**config.mk**
```make
export PLATFORM = sky130hd
export DESIGN_NAME = pc_target_calc
export DESIGN_NICKNAME = d
export VERILOG_FILES = /design/src/rtl/pc_target_pkg.sv /design/src/rtl/pcb_rel_adder.sv /design/src/rtl/pcb_page_abs.sv /design/src/rtl/pcb_ind_adder.sv /design/src/rtl/pc_target_calc.sv
export SDC_FILE = /design/constraint.sdc
export NUM_CORES = 1
export LEC_CHECK = 0
export ABC_AREA = 1
export BUFFER_PORTS_ARGS = -buffer_cell sky130_fd_sc_hd__buf_2
export CAP_MARGIN = 10
export CORE_MARGIN = 3
export CORE_UTILIZATION = 30
export CTS_CLUSTER_SIZE = 40
export DETAILED_ROUTE_END_ITERATION = 8
export SETUP_SLACK_MARGIN = 0.02
export SYNTH_ARGS = -nofsm -noshare
export SYNTH_HDL_FRONTEND = slang
export SYNTH_HIERARCHICAL = 1
export SYNTH_SLANG_ARGS = --single-unit
export TNS_END_PERCENT = 100
```
**constraint.sdc**
```tcl
create_clock -name clk_i -period 0.8 [get_ports clk_i]
set_input_delay 0.16 -clock clk_i [delete_from_list [all_inputs] [get_ports clk_i]]
set_output_delay 0.16 -clock clk_i [all_outputs]
set_load 0.005 [all_outputs]
```
**src/rtl/pc_target_pkg.sv**
```systemverilog
package pc_target_pkg;
  localparam int unsigned PC_W   = 16;
  localparam int unsigned BYTE_W = 8;
  localparam int unsigned PAGE_W = 11;

  typedef enum logic [1:0] {
    TGT_REL  = 2'b00,
    TGT_PAGE = 2'b01,
    TGT_LONG = 2'b10,
    TGT_IND  = 2'b11
  } tgt_mode_e;
endpackage

```
**src/rtl/pcb_rel_adder.sv**
```systemverilog
module pcb_rel_adder #(
  parameter int unsigned PC_W  = 16,
  parameter int unsigned OFS_W = 8
) (
  input  logic [PC_W-1:0]  base_i,
  input  logic [OFS_W-1:0] ofs_i,
  output logic [PC_W-1:0]  sum_o
);
  localparam int unsigned EXT_W = PC_W - OFS_W;

  logic [PC_W-1:0] ofs_ext;

  assign ofs_ext = {{EXT_W{ofs_i[OFS_W-1]}}, ofs_i};
  assign sum_o   = base_i + ofs_ext;  // wraps mod 2^PC_W
endmodule

```
**src/rtl/pcb_page_abs.sv**
```systemverilog
module pcb_page_abs #(
  parameter int unsigned PC_W   = 16,
  parameter int unsigned PAGE_W = 11,
  parameter int unsigned BYTE_W = 8
) (
  input  logic [PC_W-1:0]          base_i,
  input  logic [PAGE_W-BYTE_W-1:0] page_bits_i,
  input  logic [BYTE_W-1:0]        lo_i,
  output logic [PC_W-1:0]          tgt_o
);
  localparam int unsigned KEEP_W = PC_W - PAGE_W;

  // page kept from the incremented PC
  assign tgt_o = {base_i[PC_W-1 -: KEEP_W], page_bits_i, lo_i};
endmodule

```
**src/rtl/pcb_ind_adder.sv**
```systemverilog
module pcb_ind_adder #(
  parameter int unsigned PC_W   = 16,
  parameter int unsigned BYTE_W = 8
) (
  input  logic [PC_W-1:0]   ptr_i,
  input  logic [BYTE_W-1:0] acc_i,
  output logic [PC_W-1:0]   sum_o
);
  localparam int unsigned PAD_W = PC_W - BYTE_W;

  assign sum_o = ptr_i + {{PAD_W{1'b0}}, acc_i};  // acc unsigned
endmodule

```
**src/rtl/pc_target_calc.sv**
```systemverilog
module pc_target_calc
  import pc_target_pkg::*;
#(
  parameter int unsigned AW  = PC_W,
  parameter int unsigned BW  = BYTE_W,
  parameter int unsigned PGW = PAGE_W
) (
  input  logic              clk_i,
  input  logic              rst_ni,
  input  logic [1:0]        mode_i,
  input  logic [AW-1:0]     next_pc_i,
  input  logic [BW-1:0]     imm_lo_i,
  input  logic [BW-1:0]     imm_hi_i,
  input  logic [PGW-BW-1:0] page_bits_i,
  input  logic [BW-1:0]     acc_i,
  input  logic [AW-1:0]     dptr_i,
  output logic [AW-1:0]     target_o,
  output logic [AW-1:0]     ret_addr_o
);
  localparam int unsigned HI_W = AW - BW;

  tgt_mode_e       mode;
  logic [AW-1:0]   rel_tgt, page_tgt, ind_tgt, long_tgt, tgt_d;
  logic [AW-1:0]   tgt_q, ret_q;

  assign mode = tgt_mode_e'(mode_i);

  pcb_rel_adder #(.PC_W(AW), .OFS_W(BW)) u_rel (
    .base_i (next_pc_i),
    .ofs_i  (imm_lo_i),
    .sum_o  (rel_tgt)
  );

  pcb_page_abs #(.PC_W(AW), .PAGE_W(PGW), .BYTE_W(BW)) u_page (
    .base_i      (next_pc_i),
    .page_bits_i (page_bits_i),
    .lo_i        (imm_lo_i),
    .tgt_o       (page_tgt)
  );

  pcb_ind_adder #(.PC_W(AW), .BYTE_W(BW)) u_ind (
    .ptr_i (dptr_i),
    .acc_i (acc_i),
    .sum_o (ind_tgt)
  );

  assign long_tgt = {imm_hi_i[HI_W-1:0], imm_lo_i};

  always_comb begin
    unique case (mode)
      TGT_REL:  tgt_d = rel_tgt;
      TGT_PAGE: tgt_d = page_tgt;
      TGT_LONG: tgt_d = long_tgt;
      TGT_IND:  tgt_d = ind_tgt;
      default:  tgt_d = rel_tgt;
    endcase
  end

  always_ff @(posedge clk_i or negedge rst_ni) begin
    if (!rst_ni) begin
      tgt_q <= '0;
      ret_q <= '0;
    end else begin
      tgt_q <= tgt_d;
      ret_q <= next_pc_i;
    end
  end

  assign target_o   = tgt_q;
  assign ret_addr_o = ret_q;
endmodule

```
Word-level counts from Yosys, hierarchy flattened
Cells that the tools add are included.

word-level totals
  register bits after elaboration = 32
  input bits = 63

operators by class
  $add $sub $neg = 2
  eq/ne operators = 3
  muxes and demuxes = 1
  reduce and logical (&&, ||, !) cells = 1

operators with widths
  operator              count
  $pmux W16 S4          1
  $add A16 B16 Y16      1
  $add A16 B8 Y16       1
  $eq A2 B2 Y1 const B  2
  $eq A2 B1 Y1 const B  1
  $logic_not A2 Y1      1

Logic depth before layout (Yosys ltp)
  depth after elaboration = 2
  mapped depth = 12
  gate-level depth less buffers = 12

Modules after synthesis
Netlist, hierarchy kept.

by module, submodules not included
  module          instances  cells each  area each (µm²)  sequential area each (µm²)
  pc_target_calc  1          126         1,332.5          800.8
  pcb_rel_adder   1          175         927.1            0.0
  pcb_ind_adder   1          126         656.9            0.0
  pcb_page_abs    1          16          120.1            0.0

Worst setup path before layout
Ideal clock, no wire load.

  path type = input -> register
  start = in acc_i[0]
  end = reg tgt_q[8] (netlist: target_o[8])
  arrival time = 1.409 ns
  required time = 0.670 ns
  setup slack = -0.739 ns
  stages = 10
  cell sequence = ha_1 fa_1 nand2_1 nand2_1 and2_4 nand2_2 nand2_2 xor2_1 nand3_1 nand4_1

on the way
  word-level cells in the longest chain between the ends = 2

RTL lines
  element               line                  source
  from (decl)           pc_target_calc.sv:15  input logic [BW-1:0] acc_i,
  $add A16 B8 Y16       pcb_ind_adder.sv:11   assign sum_o = ptr_i + {{PAD_W{1'b0}}, acc_i};
  via ind_tgt[8]        pc_target_calc.sv:23  logic [AW-1:0] rel_tgt, page_tgt, ind_tgt, long_tgt, tgt_d;
  $pmux W16 S4          pc_target_calc.sv:50  unique case (mode)
  via tgt_d[8]          pc_target_calc.sv:23
  to (signal assigned)  pc_target_calc.sv:64  tgt_q <= tgt_d;
  to (decl)             pc_target_calc.sv:24  logic [AW-1:0] tgt_q, ret_q;

The timed path passes the listed nets, and every way through them passes these cells.

Worst setup path after layout
  start = in acc_i[0]
  end = reg tgt_q[10] (netlist: target_o[10])

Same word-level chain as after synthesis.

==> impl_metrics.prom <==
# TYPE chip_impl_metric gauge
chip_impl_info{name="outcome",value="finished, violations left"} 1
chip_impl_info{name="violated_checks",value="setup timing"} 1
chip_impl_metric{name="clk_path_buf_depth",unit=""} 2
chip_impl_metric{name="timing.critical_path.buf_inv",unit=""} 1
chip_impl_metric{name="grt_pass1_wl",unit="um"} 15300
chip_impl_metric{name="ctsHtreeMaxLevel",unit=""} 2
chip_impl_metric{name="detailroute.via_count",unit=""} 3343
chip_impl_metric{name="p_leak",unit="nW"} 2.51
chip_impl_metric{name="finalCriticalPeriod",unit="ps"} 1290
chip_impl_metric{name="placement.io_buffers",unit=""} 94
chip_impl_info{name="startpoint_type",value="input pin"} 1
chip_impl_metric{name="final_min_period_over_clock_period",unit=""} 1.62
chip_impl_metric{name="placed_cells",unit=""} 705
chip_impl_metric{name="floorplan.die.width",unit="um"} 107
chip_impl_metric{name="dp_slack",unit="ps"} -864
chip_impl_metric{name="clock_power_share",unit=""} 0.281
chip_impl_metric{name="drtIter0Drc",unit=""} 117
chip_impl_metric{name="cts_made_buffers",unit=""} 5
chip_impl_metric{name="antenna-diode-count",unit=""} 0
chip_impl_metric{name="post_drt_wl_per_cell",unit="um"} 13.2
chip_impl_metric{name="yosys_register_bits",unit=""} 32
chip_impl_metric{name="design.die.area",unit="mm^2"} 0.0114
chip_impl_info{name="ys_top_cells_by_count",value="sky130_fd_sc_hd__nand2_1, sky130_fd_sc_hd__nand3_1, sky130_fd_sc_hd__inv_1"} 1
chip_impl_metric{name="worst_ep_required_time",unit="ps"} 980
chip_impl_info{name="clock_tree_from_tritoncts",value="built"} 1
chip_impl_info{name="crit_top_cell",value="sky130_fd_sc_hd__nand2_2"} 1
chip_impl_metric{name="vert_die_dim",unit="um"} 107
chip_impl_metric{name="finalHoldViolations",unit=""} 0
chip_impl_metric{name="vias_in_the_first_global_route",unit=""} 3259
chip_impl_info{name="cell_at_the_root_of_the_clock_tree",value="sky130_fd_sc_hd__clkbuf_8"} 1
chip_impl_info{name="rsz0062_at_grt",value="true"} 1
chip_impl_metric{name="clk_pin_slew",unit="ps"} 70
chip_impl_metric{name="report.final.slew_viol_count",unit=""} 0
chip_impl_metric{name="relSlewSlack",unit=""} 0.794
chip_impl_metric{name="remaining_drc_errors",unit=""} 0
chip_impl_metric{name="hold_slack",unit="ps"} 10.7
chip_impl_info{name="worst_path_max_delay_cell",value="sky130_fd_sc_hd__fa_2"} 1
chip_impl_metric{name="synth.yosys.seq_area_share",unit=""} 0.264
chip_impl_metric{name="place.detailed.hpwl",unit="um"} 7320
chip_impl_metric{name="synth_async_sr_flop_share",unit=""} 1.00
chip_impl_info{name="timing.critical_path.cells",value="buf_6, ha_4, fa_2, nand2_2, nand2_2, nand3b_1, nand2_2, nand2_2, nand2_2, nand2_1, nand2_1, nand3_1, nand4_1"} 1
chip_impl_metric{name="power.combinational.fraction",unit=""} 0.434
chip_impl_metric{name="grt_overflow",unit=""} 0
chip_impl_metric{name="numClockSinks",unit=""} 32
chip_impl_metric{name="post_synth.cell_area_avg",unit="um^2"} 6.85
chip_impl_metric{name="instances_no_fill",unit=""} 723
chip_impl_metric{name="critical-path-max-stage-delay",unit="ps"} 350
chip_impl_metric{name="finalWorstSetupSlack",unit="ps"} -494
chip_impl_metric{name="rows",unit=""} 36
chip_impl_metric{name="internal_portion_of_total_power",unit="W"} 0.00422
chip_impl_metric{name="synth-edff-count",unit=""} 0
chip_impl_metric{name="final_setup_vio_count",unit=""} 47
chip_impl_metric{name="synthCells",unit=""} 443
chip_impl_metric{name="postLayoutCoreUtil",unit=""} 0.498
chip_impl_metric{name="io_pins",unit=""} 95
chip_impl_metric{name="post_drt_via_cell_ratio",unit=""} 4.62
chip_impl_info{name="synth.top_cells.by_area",value="sky130_fd_sc_hd__dfrtp_1, sky130_fd_sc_hd__nand2_1, sky130_fd_sc_hd__nand3_1"} 1
chip_impl_metric{name="drive_above_1_share",unit=""} 0.505
chip_impl_metric{name="post_synthesis_cell_area",unit="mm^2"} 0.00304
chip_impl_metric{name="max_fclk",unit="GHz"} 0.773
chip_impl_metric{name="grt.total_usage",unit=""} 0.167
chip_impl_info{name="yosys.cell_count.top_type",value="sky130_fd_sc_hd__nand2_1"} 1
chip_impl_metric{name="area.growth.synth_to_final",unit="%"} 60.9
chip_impl_info{name="synth_top_flop_cell",value="sky130_fd_sc_hd__dfrtp_1"} 1
chip_impl_metric{name="grt_start_max_net_pins",unit=""} 26
chip_impl_metric{name="grt_antenna_before_repair",unit=""} 0
chip_impl_metric{name="arrival",unit="ps"} 1470
chip_impl_metric{name="yosys_warnings",unit=""} 6
chip_impl_metric{name="max-vdd-ir-drop",unit="V"} 0.000973
chip_impl_info{name="crit_path_end_kind",value="register"} 1
chip_impl_info{name="hp-class",value="input pin to register"} 1
chip_impl_metric{name="timing.critical_path.fanout_max",unit=""} 3
chip_impl_info{name="critPathTopFamily",value="simple AND/OR/NAND/NOR gates"} 1
chip_impl_metric{name="initial_core_util",unit=""} 0.309
chip_impl_metric{name="swShare",unit=""} 0.338
chip_impl_metric{name="maxCapViolations",unit=""} 0
chip_impl_metric{name="drt-total-wl",unit="um"} 9530
chip_impl_metric{name="synth_top_area_share",unit=""} 0.264
chip_impl_metric{name="postSynthNetCount",unit=""} 531
chip_impl_metric{name="sw_pwr",unit="W"} 0.00215
chip_impl_metric{name="netlist-cell-type-count",unit=""} 28
chip_impl_metric{name="detail-route-antenna-nets",unit=""} 0
chip_impl_metric{name="share_of_total_power_in_sequential_cells",unit=""} 0.285
chip_impl_info{name="synth_top_cell_by_area",value="sky130_fd_sc_hd__dfrtp_1"} 1
chip_impl_metric{name="drtPass1Iterations",unit=""} 4
chip_impl_metric{name="gp_congestion",unit=""} 0.818
chip_impl_metric{name="p_per_area",unit="mW/mm^2"} 1300
chip_impl_info{name="critPathKind",value="input pin to register"} 1
chip_impl_metric{name="num-nets-final",unit=""} 677
chip_impl_metric{name="max_slew.worst_pin.slew",unit="ps"} 308
chip_impl_metric{name="core_area",unit="mm^2"} 0.00982
[layout by cell type (no fill, tap or decap), types with 2 or more instances in the layout]
master,instances
sky130_fd_sc_hd__nand3_1,60
sky130_fd_sc_hd__inv_1,42
sky130_fd_sc_hd__nor2_1,16
sky130_fd_sc_hd__buf_12,5
sky130_fd_sc_hd__nand2_2,45
sky130_fd_sc_hd__nand2_1,97
sky130_fd_sc_hd__inv_4,3
sky130_fd_sc_hd__dfrtp_1,32
sky130_fd_sc_hd__nand4_1,17
sky130_fd_sc_hd__nand2_4,10
sky130_fd_sc_hd__inv_2,14
sky130_fd_sc_hd__buf_2,83
sky130_fd_sc_hd__nand3b_1,4
sky130_fd_sc_hd__xor2_1,8
sky130_fd_sc_hd__a21oi_2,6
sky130_fd_sc_hd__xor2_2,5
sky130_fd_sc_hd__dlygate4sd3_1,3
sky130_fd_sc_hd__nand3_2,5
sky130_fd_sc_hd__buf_4,60
sky130_fd_sc_hd__ha_4,23
sky130_fd_sc_hd__xnor2_1,2
sky130_fd_sc_hd__nor3_2,4
sky130_fd_sc_hd__a21o_1,2
sky130_fd_sc_hd__nand3_4,2
sky130_fd_sc_hd__fa_2,2
sky130_fd_sc_hd__buf_6,11
sky130_fd_sc_hd__nor2_4,4
sky130_fd_sc_hd__a21oi_1,6
sky130_fd_sc_hd__buf_8,3
sky130_fd_sc_hd__nor2_2,2
sky130_fd_sc_hd__clkbuf_8,7
[kinds of logic after synthesis]
family          Yosys count  synth area share
compound gates           15            0.0309
flops                    32             0.264
xor+xnor                 15            0.0433
fa+ha+maj                25             0.108
buf+inv                  86             0.147
simple gates            270             0.408
[power groups by stage]
| stage | Clock [W] | Combinational (W) | Sequential, W |
|---|---|---|---|
| after floorplan | 0 | 0.00132 | 0.00186 |
| after global placement | 0 | 0.00231 | 0.00186 |
| after detailed placement | 0 | 0.00236 | 0.00185 |
| after CTS | 0.00181 | 0.00264 | 0.00182 |
| after global routing | 0.00189 | 0.00306 | 0.00184 |
| final | 0.00179 | 0.00277 | 0.00182 |
[sequential cells by signal (all words and copies together), names as in the netlist]
| signal | cells |
|---|---|
| ret_addr_o | 16 |
| target_o | 16 |
[layout make-up]
| cell class | count | area [um^2] |
|---|---|---|
| fill | 1009 | 4930 |
| multi-input combinational | 325 | 2370 |
| clock inverter | 1 | 30.0 |
| tap | 133 | 166 |
| sequential | 32 | 801 |
| timing repair buffer | 166 | 1190 |
| inverter | 59 | 229 |
| clock buffer | 7 | 96.3 |
[through the flow]
| stage | TNS (ps) | cell area (um^2) | power, W |
|---|---|---|---|
| 6_report | -9880 | 4890 | 0.00638 |
| 5_1_grt | -11930 | 4890 | 0.00679 |
| 4_1_cts | -9980 | 4760 | 0.00626 |
| 3_5_place_dp | -10820 | 4280 | 0.00420 |
| 3_3_place_gp | -10380 | 4280 | 0.00417 |
| 2_1_floorplan | -6300 | 3340 | 0.00319 |
[what timing repair did]
action                                  in CTS  in global routing
hold endpoints to repair                    34                  0
endpoints found under the setup margin      47                 47
hold buffers                                 3                  0
pin swaps                                   59                 31
cloned                                       1                  0
buffers inserted                             6                  0
resized for setup                           68                 38
[per-layer routing]
layer  share of wire  track usage  up-vias  routed length [um]
met4           0.014       0.0420        0                 137
met3           0.042       0.0277       11                 398
met5               0            0        -                   0
met1            0.43        0.207     1549                4130
li1                -            -     1705                   -
met2            0.51        0.301       78                4870
[final timing paths]
kind                              start             end  slack (ps)  cells after the start
setup / recovery               acc_i[0]    target_o[10]        -490                     13
hold / removal             next_pc_i[6]   ret_addr_o[6]          10                      1
max in group asynchronous        rst_ni  ret_addr_o[13]         150                      3
min in group asynchronous        rst_ni   ret_addr_o[4]         250                      2
(Power assumes the default switching activity.)
